--- src/rtl/radix_sort_pkg.sv ---
package radix_sort_pkg;
   typedef enum logic [1:0] {
      ST_IDLE  = 2'd0,
      ST_RUN   = 2'd1,
      ST_DRAIN = 2'd2,
      ST_DONE  = 2'd3
   } sort_state_t;
endpackage

--- src/rtl/radix_bank.sv ---
module radix_bank #(
   parameter int W = 8,
   parameter int L = 8
) (
   input  logic                 clk,
   input  logic                 we,
   input  logic [$clog2(L)-1:0] waddr,
   input  logic [W-1:0]         wdata,
   input  logic [$clog2(L)-1:0] raddr,
   output logic [W-1:0]         rdata
);
   logic [W-1:0] mem [L];

   always_ff @(posedge clk) begin
      if (we) mem[waddr] <= wdata;
      rdata <= mem[raddr];
   end
endmodule

--- src/rtl/radix_seq.sv ---
module radix_seq import radix_sort_pkg::*; #(
   parameter int W = 8,
   parameter int L = 8
) (
   input  logic                 clk,
   input  logic                 rst_n,
   input  logic                 start,
   output logic                 launch,
   output logic                 issue,
   output logic                 first,
   output logic                 pass,
   output logic                 src,
   output logic [$clog2(L)-1:0] idx,
   output logic [$clog2(W)-1:0] bitpos,
   output logic                 busy,
   output logic                 done
);
   localparam int AW = $clog2(L);
   localparam int BW = $clog2(W);
   localparam int TOTAL = 2 * W * L;
   localparam int CW = $clog2(TOTAL + 1) + 1;

   sort_state_t state;

   assign issue  = (state == ST_RUN);
   assign busy   = (state == ST_RUN) || (state == ST_DRAIN);
   assign done   = (state == ST_DONE);
   assign launch = start && ((state == ST_IDLE) || (state == ST_DONE));
   assign first  = issue && (idx == '0) && !pass;

   always_ff @(posedge clk) begin
      if (!rst_n) begin
         state  <= ST_IDLE;
         idx    <= '0;
         pass   <= 1'b0;
         bitpos <= '0;
         src    <= 1'b0;
      end else begin
         case (state)
            ST_IDLE, ST_DONE: begin
               if (start) begin
                  state  <= ST_RUN;
                  idx    <= '0;
                  pass   <= 1'b0;
                  bitpos <= '0;
                  src    <= 1'b0;
               end
            end
            ST_RUN: begin
               if (idx == AW'(L - 1)) begin
                  idx  <= '0;
                  pass <= ~pass;
                  if (pass) begin
                     src <= ~src;
                     if (bitpos == BW'(W - 1)) begin
                        bitpos <= '0;
                        state  <= ST_DRAIN;
                     end else begin
                        bitpos <= bitpos + 1'b1;
                     end
                  end
               end else begin
                  idx <= idx + 1'b1;
               end
            end
            default: state <= ST_DONE;
         endcase
      end
   end

   // cycle counter for the run-length check
   logic [CW-1:0] run_cnt;
   always_ff @(posedge clk) begin
      if (!rst_n)      run_cnt <= '0;
      else if (launch) run_cnt <= '0;
      else if (issue)  run_cnt <= run_cnt + 1'b1;
   end

   assert_run_length_R5: assert property (@(posedge clk) disable iff (!rst_n)
      $rose(done) |-> (run_cnt == CW'(TOTAL)));

   assert_start_begins_R3: assert property (@(posedge clk) disable iff (!rst_n)
      launch |=> (busy && !done));
endmodule

--- src/rtl/radix_sorter.sv ---
module radix_sorter #(
   parameter int W = 8,
   parameter int L = 8
) (
   input  logic                 clk,
   input  logic                 rst_n,
   input  logic                 in_valid,
   input  logic [W-1:0]         in_data,
   input  logic                 start,
   output logic                 busy,
   output logic                 done,
   output logic                 result_bank,
   input  logic [$clog2(L)-1:0] rd_addr,
   output logic [W-1:0]         rd_data
);
   localparam int AW = $clog2(L);
   localparam int BW = $clog2(W);
   localparam int PW = AW + 1;

   generate
      if (W < 2) begin : g_bad_width
         $error("radix_sorter: W must be at least 2");
      end
      if (L < 2) begin : g_bad_length
         $error("radix_sorter: L must be at least 2");
      end
   endgenerate

   logic          launch, issue, first, pass, src;
   logic [AW-1:0] idx;
   logic [BW-1:0] bitpos;

   radix_seq #(.W(W), .L(L)) u_seq (
      .clk    (clk),
      .rst_n  (rst_n),
      .start  (start),
      .launch (launch),
      .issue  (issue),
      .first  (first),
      .pass   (pass),
      .src    (src),
      .idx    (idx),
      .bitpos (bitpos),
      .busy   (busy),
      .done   (done)
   );

   assign result_bank = src;

   // write-stage copy of the read-stage controls, one cycle behind
   logic          p_valid, p_first, p_pass, p_src;
   logic [BW-1:0] p_bit;
   always_ff @(posedge clk) begin
      if (!rst_n) begin
         p_valid <= 1'b0;
         p_first <= 1'b0;
         p_pass  <= 1'b0;
         p_src   <= 1'b0;
         p_bit   <= '0;
      end else begin
         p_valid <= issue;
         p_first <= first;
         p_pass  <= pass;
         p_src   <= src;
         p_bit   <= bitpos;
      end
   end

   logic [W-1:0]  bank_q [2];
   logic          bank_we [2];
   logic [AW-1:0] bank_waddr [2];
   logic [W-1:0]  bank_wdata [2];
   logic [AW-1:0] raddr;

   assign raddr   = issue ? idx : rd_addr;
   assign rd_data = p_src ? bank_q[1] : bank_q[0];

   logic          load_we, sw_en, sw_dst;
   logic [AW-1:0] load_ptr, sw_addr;
   logic [PW-1:0] wr_ptr;

   assign load_we = in_valid && !busy;
   assign sw_en   = p_valid && (rd_data[p_bit] == p_pass);
   assign sw_dst  = ~p_src;
   assign sw_addr = p_first ? '0 : wr_ptr[AW-1:0];

   genvar g;
   generate
      for (g = 0; g < 2; g++) begin : g_bank
         logic sort_hit;
         assign sort_hit = sw_en && (sw_dst == 1'(g));
         if (g == 0) begin : g_load_port
            assign bank_we[g]    = sort_hit || load_we;
            assign bank_waddr[g] = sort_hit ? sw_addr : load_ptr;
            assign bank_wdata[g] = sort_hit ? rd_data : in_data;
         end else begin : g_sort_port
            assign bank_we[g]    = sort_hit;
            assign bank_waddr[g] = sw_addr;
            assign bank_wdata[g] = rd_data;
         end
         radix_bank #(.W(W), .L(L)) u_bank (
            .clk   (clk),
            .we    (bank_we[g]),
            .waddr (bank_waddr[g]),
            .wdata (bank_wdata[g]),
            .raddr (raddr),
            .rdata (bank_q[g])
         );
      end
   endgenerate

   always_ff @(posedge clk) begin
      if (!rst_n)                  wr_ptr <= '0;
      else if (sw_en)              wr_ptr <= PW'(sw_addr) + 1'b1;
      else if (p_valid && p_first) wr_ptr <= '0;
   end

   always_ff @(posedge clk) begin
      if (!rst_n)       load_ptr <= '0;
      else if (launch)  load_ptr <= '0;
      else if (load_we) load_ptr <= (load_ptr == AW'(L - 1)) ? '0 : load_ptr + 1'b1;
   end

   assert_ptr_in_range_R4: assert property (@(posedge clk) disable iff (!rst_n)
      (sw_en && !p_first) |-> (wr_ptr < PW'(L)));

   assert_bit_step_full_R4: assert property (@(posedge clk) disable iff (!rst_n)
      (p_valid && p_first && (p_bit != '0)) |-> (wr_ptr == PW'(L)));

   assert_final_count_R4: assert property (@(posedge clk) disable iff (!rst_n)
      $rose(done) |-> (wr_ptr == PW'(L)));

   assert_load_held_R8: assert property (@(posedge clk) disable iff (!rst_n)
      (busy && in_valid) |=> $stable(load_ptr));

   assert_result_bank_R6: assert property (@(posedge clk) disable iff (!rst_n)
      done |-> (result_bank == ((W % 2) == 1)));
endmodule

--- config.mk ---
export PLATFORM = sky130hd
export DESIGN_NAME = radix_sorter
export DESIGN_NICKNAME = d
export VERILOG_FILES = /design/src/rtl/radix_sort_pkg.sv /design/src/rtl/radix_bank.sv /design/src/rtl/radix_seq.sv /design/src/rtl/radix_sorter.sv
export SDC_FILE = /design/constraint.sdc
export NUM_CORES = 1
export LEC_CHECK = 0
export CORE_ASPECT_RATIO = 1.1
export CORE_UTILIZATION = 45
export CTS_CLUSTER_DIAMETER = 120
export CTS_CLUSTER_SIZE = 40
export DETAILED_ROUTE_END_ITERATION = 10
export DONT_BUFFER_PORTS = 1
export GPL_TIMING_DRIVEN = 0
export PLACE_DENSITY_LB_ADDON = 0.3
export SYNTH_ARGS = -nofsm -noshare
export SYNTH_HDL_FRONTEND = slang
export SYNTH_SLANG_ARGS = --single-unit
--- constraint.sdc ---
create_clock -name clk -period 3.08 [get_ports clk]
set_clock_uncertainty 0.1 [all_clocks]
set_input_delay 0.924 -clock clk [delete_from_list [all_inputs] [get_ports clk]]
set_output_delay 0.924 -clock clk [all_outputs]
set_load 0.03 [all_outputs]
# Word level (Yosys, flattened, before mapping)
# Memories as Yosys holds them, arrays and structs flattened. A register that Yosys moved wholly into a read port is not among the register bits.
# Index checks and enable logic that the tools add are counted.
[classes]
addsub = 4
n_lt_le_gt_ge = 1
eq_ne = 11
mux = 32
n_bitwise = 4
n_reduce_logical = 23
[ops]
columns = ["cell", "count"]
rows = [
  ["two-way mux 3 bit", 11],
  ["two-way mux 8 bit", 2],
  ["adder 3 x 1 -> 3 bit, second input constant", 4],
  ["one-hot mux 3 bit (2 select lines)", 2],
  ["equality test 3 bit, second input constant", 3],
  ["two-way mux 1 bit", 9],
  ["logical AND 1 bit", 8],
  ["two-way mux 2 bit", 4],
  ["AND reduction 4 bit", 2],
  ["inequality test 2 x 1 -> 1 bit, second input constant", 3],
  ["equality test 2 bit, second input constant", 2],
  ["less-than comparator 3 x 4 -> 1 bit, second input constant", 1],
  ["inverter 1 bit", 4],
  ["one-hot mux 1 bit (2 select lines)", 2],
  ["one-hot mux 2 bit (2 select lines)", 1],
  ["nonzero test 2 bit", 2],
  ["OR reduction 2 bit", 2],
  ["binary-select mux 1 bit (select 3 bit)", 1],
  ["zero test 3 bit", 1],
  ["logical OR 1 bit", 3],
  ["AND reduction 3 bit", 1],
  ["equality test 2 x 1 -> 1 bit, second input constant", 1],
  ["zero test 1 bit", 2],
  ["zero test 2 bit", 1],
  ["3 further kinds", 3],
]
[totals]
ff_bits = 23
ramBits = 128
in_bits = 15
elab_cells = 89
mem_count = 2
[mem_list]
columns = ["memory", "words", "width", "read_ports", "rd_ports_with_merged_regs", "wr", "line", "text"]
rows = [
  ["g_bank[0].u_bank.mem", 8, 8, 1, 1, 1, "radix_bank.sv:12", "logic [W-1:0] mem [L];"],
  ["g_bank[1].u_bank.mem", 8, 8, 1, 1, 1, "radix_bank.sv:12", ""],
]

# Longest topological paths before layout
[depth]
depth_word = 9
depth_mapped = 8
depth_no_buf = 7

# Modules after synthesis
# A second synthesis with hierarchy kept.
[unflattened]
hier_cells = 390
hier_area_um2 = 6966.7
[by_module_without_submodules]
columns = ["mod", "n_inst", "cells_each", "area_per_inst_um2", "seq_area_each_um2"]
rows = [
  ["radix_bank", 2, 114, 2691.3, 2082.0],
  ["radix_sorter", 1, 96, 1004.7, 260.2],
  ["radix_seq", 1, 66, 579.3, 200.2],
]

# Least setup slack after synthesis
# OpenSTA, ideal clock, no wires.
[synth_path]
path_kind = "reg-to-reg"
start = "reg p_src"
end = "mem g_bank[0].u_bank.mem[0][0], enable pin"
arrival_ns = 2.413
required_ns = 2.604
path_slack_ns = 0.190
stages_incl_launch_ff = 8
path_buffers = 2
period_less_slack_ns = 2.890
path_cell_list = "dfxtp_1 buf_6 mux2_2 o22ai_1 nor4_1 nor3_4 buf_12 mux2i_1"
[synth_rtl]
columns = ["item", "line", "text"]
rows = [
  ["start: declaration", "radix_sorter.sv:51", "logic p_valid, p_first, p_pass, p_src;"],
  ["start signal: assignment", "radix_sorter.sv:64", "p_src <= src;"],
  ["end: declaration", "radix_bank.sv:12", ""],
]

# Worst setup path after layout
[layout_path]
start = "reg p_src"
end = "mem g_bank[1].u_bank.mem[4][6], enable pin"
[layout_between]
elab_chain_cells = 8
[layout_lines]
columns = ["item", "line", "text"]
rows = [
  ["two-way mux 8 bit", "radix_sorter.sv:76", "assign rd_data = p_src ? bank_q[1] : bank_q[0];"],
  ["binary-select mux 1 bit (select 3 bit)", "radix_sorter.sv:83", "assign sw_en = p_valid && (rd_data[p_bit] == p_pass);"],
  ["two-way mux 1 bit (not written as such)", "radix_sorter.sv:83", ""],
  ["equality test 1 bit", "radix_sorter.sv:83", ""],
  ["logical AND 1 bit", "radix_sorter.sv:83", ""],
  ["logical AND 1 bit (*)", "radix_sorter.sv:91", "assign sort_hit = sw_en && (sw_dst == 1'(g));"],
  ["two-way mux 1 bit (*)", "radix_bank.sv:15", "if (we) mem[waddr] <= wdata;"],
  ["two-way mux 1 bit (not written as such) (*)", "radix_bank.sv:15", ""],
  ["end: declaration", "radix_bank.sv:12", ""],
]
# Mark *: on every way between the ends. The rest lies on a longest branch, timed or not. The select of a mux whose other input is x is not followed.

==> summary.txt <==
Die
  – Initial Utilization: 46.2%
  – # IOs: 26
  – Cell row count: 47
  – Die height: 132 microns
  – Die Area: 15900 sq um
  – Chip Width: 120 microns
  – Core ar.: 15100 sq um

Setup path
  – Critical path required time: 3.02 ns
  – Worst R2R Setup Slack: -0.06 ns
  – Crit end category: flip-flop
  – Critical path fanouts, max: 10
  – Crit Path Class: reg -> reg
  – Critical Path Source Type: flip-flop
  – R2R depth: 6
  – WP data arrival: 3.08 ns

Power
  – Total Power: 6.73 mW
  – Peak VDD IR: 0.436 mV
  – Power density cells: 835 nW/um^2
  – Pleak: 2.80 nW

Placement
  – I/O Buffers: 0
  – HPWL after DPL: 9120 microns
  – # placed instances: 614
  – Routability cong.: 0.824

Routing
  – First DRT Iteration DRCs: 263
  – DR WL/cell: 21.4 microns
  – Vias: 3646
  – ANT nets after route: 0
  – Via-to-Cell Ratio: 5.57
  – DRT Pass-1 Iters: 4
  – Routed WL: 14000 microns
  – DRC: 0

Yosys
  – Asr flop ratio synth: 0%
  – Number of synthesized flops with an enable pin: 128
  – Top FF cell, synth: edfxtp_1
  – Flops & latches, synth: 167
  – Syn Nets: 445
  – Yosys warnings: 0
  – Post-synthesis sequential area ratio: 66.5%
  – Cell area after synthesis: 6950 sq um
  – Post-synth cell types: 44
  – Syn_area_per_cell: 16.6 sq um
  – Cells after synthesis: 418

STA
  – Crit path time final: 3.14 ns
  – Fin. Hold Viols: 0
  – Worst Slack Setup Final: -0.0609 ns
  – Fmax: 0.318 GHz
  – Slew Limit Fails: 0
  – Headroom to the max-slew limit: 32.7%
  – Worst slew pin tran: 1.01 ns
  – Final setup viols: 48
  – RSZ-0062 raised after global routing: yes
  – Fin crit share: 102%

Clocking
  – Hold_buf cts: 0
  – H-tree depth: 4
  – Reg clk slew, reported paths: 0.06 ns
  – Total CTS buffers: 17
  – Clock buffer depth: 2
  – CTS tree: yes
  – CTS Sinks: 167
  – Root buffer cell: clkbuf_16
  – Clk_lat worst skew: 0.43 ns

Status
  – Outcome: complete, but fails checks
  – Failing checks: setup timing

Flow run
  – Count of maximum capacitance violations: 0

Global routing
  – Initial antenna violation count: 0
  – GRT overflow: 0
  – Largest net degree at the start of global routing: 17
  – Vias in the first global route: 3839
  – First-pass GRT wire length: 21700 microns
  – GRT Util Overall: 19.2%

Layout
  – Post-Layout Cell Count: 654
  – Commonest non-fill, non-tap cell in the layout: edfxtp_1
  – Commonest cells after routing, fill and taps aside: edfxtp_1 (128), dfxtp_1 (39), mux4_2 (33), mux2_2 (26), nand2_1 (24)
  – Nets: 474
  – Layout cell share with drive strength beyond 1: 28.4%
  – Ant. Diodes: 0
  – Area growth syn-to-layout: 15.9%

Worst hold path
  – Hold depth: 2
  – Hold Crit Class: reg -> reg
[logic make-up after synthesis]
kind of cell | after synthesis | synth area share [%]
muxes | 84 | 18.9
AOI/OAI and AO/OA | 23 | 2.61
DFF | 167 | 66.5
and+or+nand+nor | 94 | 6.91
adders and majority gates | 12 | 2.16
buffers and inverters | 38 | 2.88
[what timing repair did]
item                                   in CTS  in global routing
resized for setup                          21                  3
gates cloned                                0                  0
setup endpoints to repair                 184                191
endpoints found under the hold margin       0                  0
setup buffers                               5                  5
pin swaps                                   1                  0
[power breakdown]
group	total (mW)	internal, mW	switching [mW]	leakage [nW]
Clock	2.07	1.26	0.811	0.271
Combinational	1.71	0.716	0.991	1.05
Sequential	2.95	2.80	0.145	1.48
Total	6.73	4.78	1.95	2.80
[area by class of cell]
type / count / area [sq um]
well taps: 196 / 245
clock buffers: 21 / 440
clock inverters: 9 / 128
flip-flops and latches: 167 / 4620
inverters: 15 / 56.3
repair buffers: 10 / 163
multi-input cells: 213 / 2250
plain buffers: 23 / 148
fillers: 1244 / 7000
[worst max-delay path, cell delays in order (launching register included)]
cell and delay (ns):
dfxtp_1 0.43, buf_6 0.21, mux2i_1 0.36, mux4_2 0.39
mux2i_1 0.27, o31ai_2 0.18, nor2_1 0.80
[flip-flops by register name, indices dropped and copies added (netlist names)]
signal and count:
p_first 1, load_ptr 3, wr_ptr 3, u_seq.idx 3, u_seq.src 1, p_bit 3, g_bank.u_bank.rdata 16, u_seq.state 2
u_seq.pass 1, g_bank.u_bank.mem 128, p_src 1, u_seq.bitpos 3, p_valid 1, p_pass 1
[Yosys cell counts (2+ instances only)]
cell / n / area (sq um)
a22oi_1: 3 / 22.5
a32oi_1: 3 / 26.3
and2_1: 4 / 25.0
buf_2: 3 / 15.0
buf_4: 8 / 60.1
clkbuf_1: 9 / 33.8
dfxtp_1: 39 / 781
edfxtp_1: 128 / 3840
ha_1: 12 / 150
inv_1: 15 / 56.3
mux2_2: 26 / 293
mux2_4: 3 / 45.0
mux2i_1: 21 / 210
mux4_2: 33 / 743
nand2_1: 24 / 90.1
nand2b_1: 6 / 37.5
nand3_1: 16 / 80.1
nand4_1: 2 / 12.5
nor2_1: 15 / 56.3
nor2b_1: 15 / 93.8
nor3_1: 3 / 15.0
o211a_1: 3 / 30.0
o21ai_0: 4 / 20.0
or3_1: 3 / 18.8
[worst paths after layout]
| kind | from | to |
|---|---|---|
| worst min register to register | u_seq.bitpos[2] | p_bit[2] |
| worst max register to register | p_src | g_bank[1].u_bank.mem[4][6] |
| worst max-delay path | p_src | g_bank[1].u_bank.mem[4][6] |
| worst min-delay path | u_seq.bitpos[2] | p_bit[2] |
[through the flow]
stage / utilization (%) / hold WS (ns) / cell area [sq um] / TNS [ns] / setup WS (ns)
floorplan: - / 0.328 / 6950 / 0 / 0.190
global placement: 47.8 / 0.350 / 7200 / -49.69 / -0.759
detailed placement: 47.8 / 0.354 / 7200 / -55.30 / -0.890
CTS: 52.7 / 0.361 / 7940 / -2.42 / -0.0652
global route: 53.5 / 0.413 / 8060 / -10.47 / -0.215
finish: 53.5 / 0.360 / 8060 / -1.86 / -0.0609
[layer usage]
metal,wire [microns],vias to the layer above,global-route usage (%)
met5,0,-,0
li1,-,1663,-
met2,7250,77,32.2
met1,5880,1884,24.2
met4,355,0,8.30
met3,491,22,3.72
Note: power is estimated with default switching activity, not from simulation.
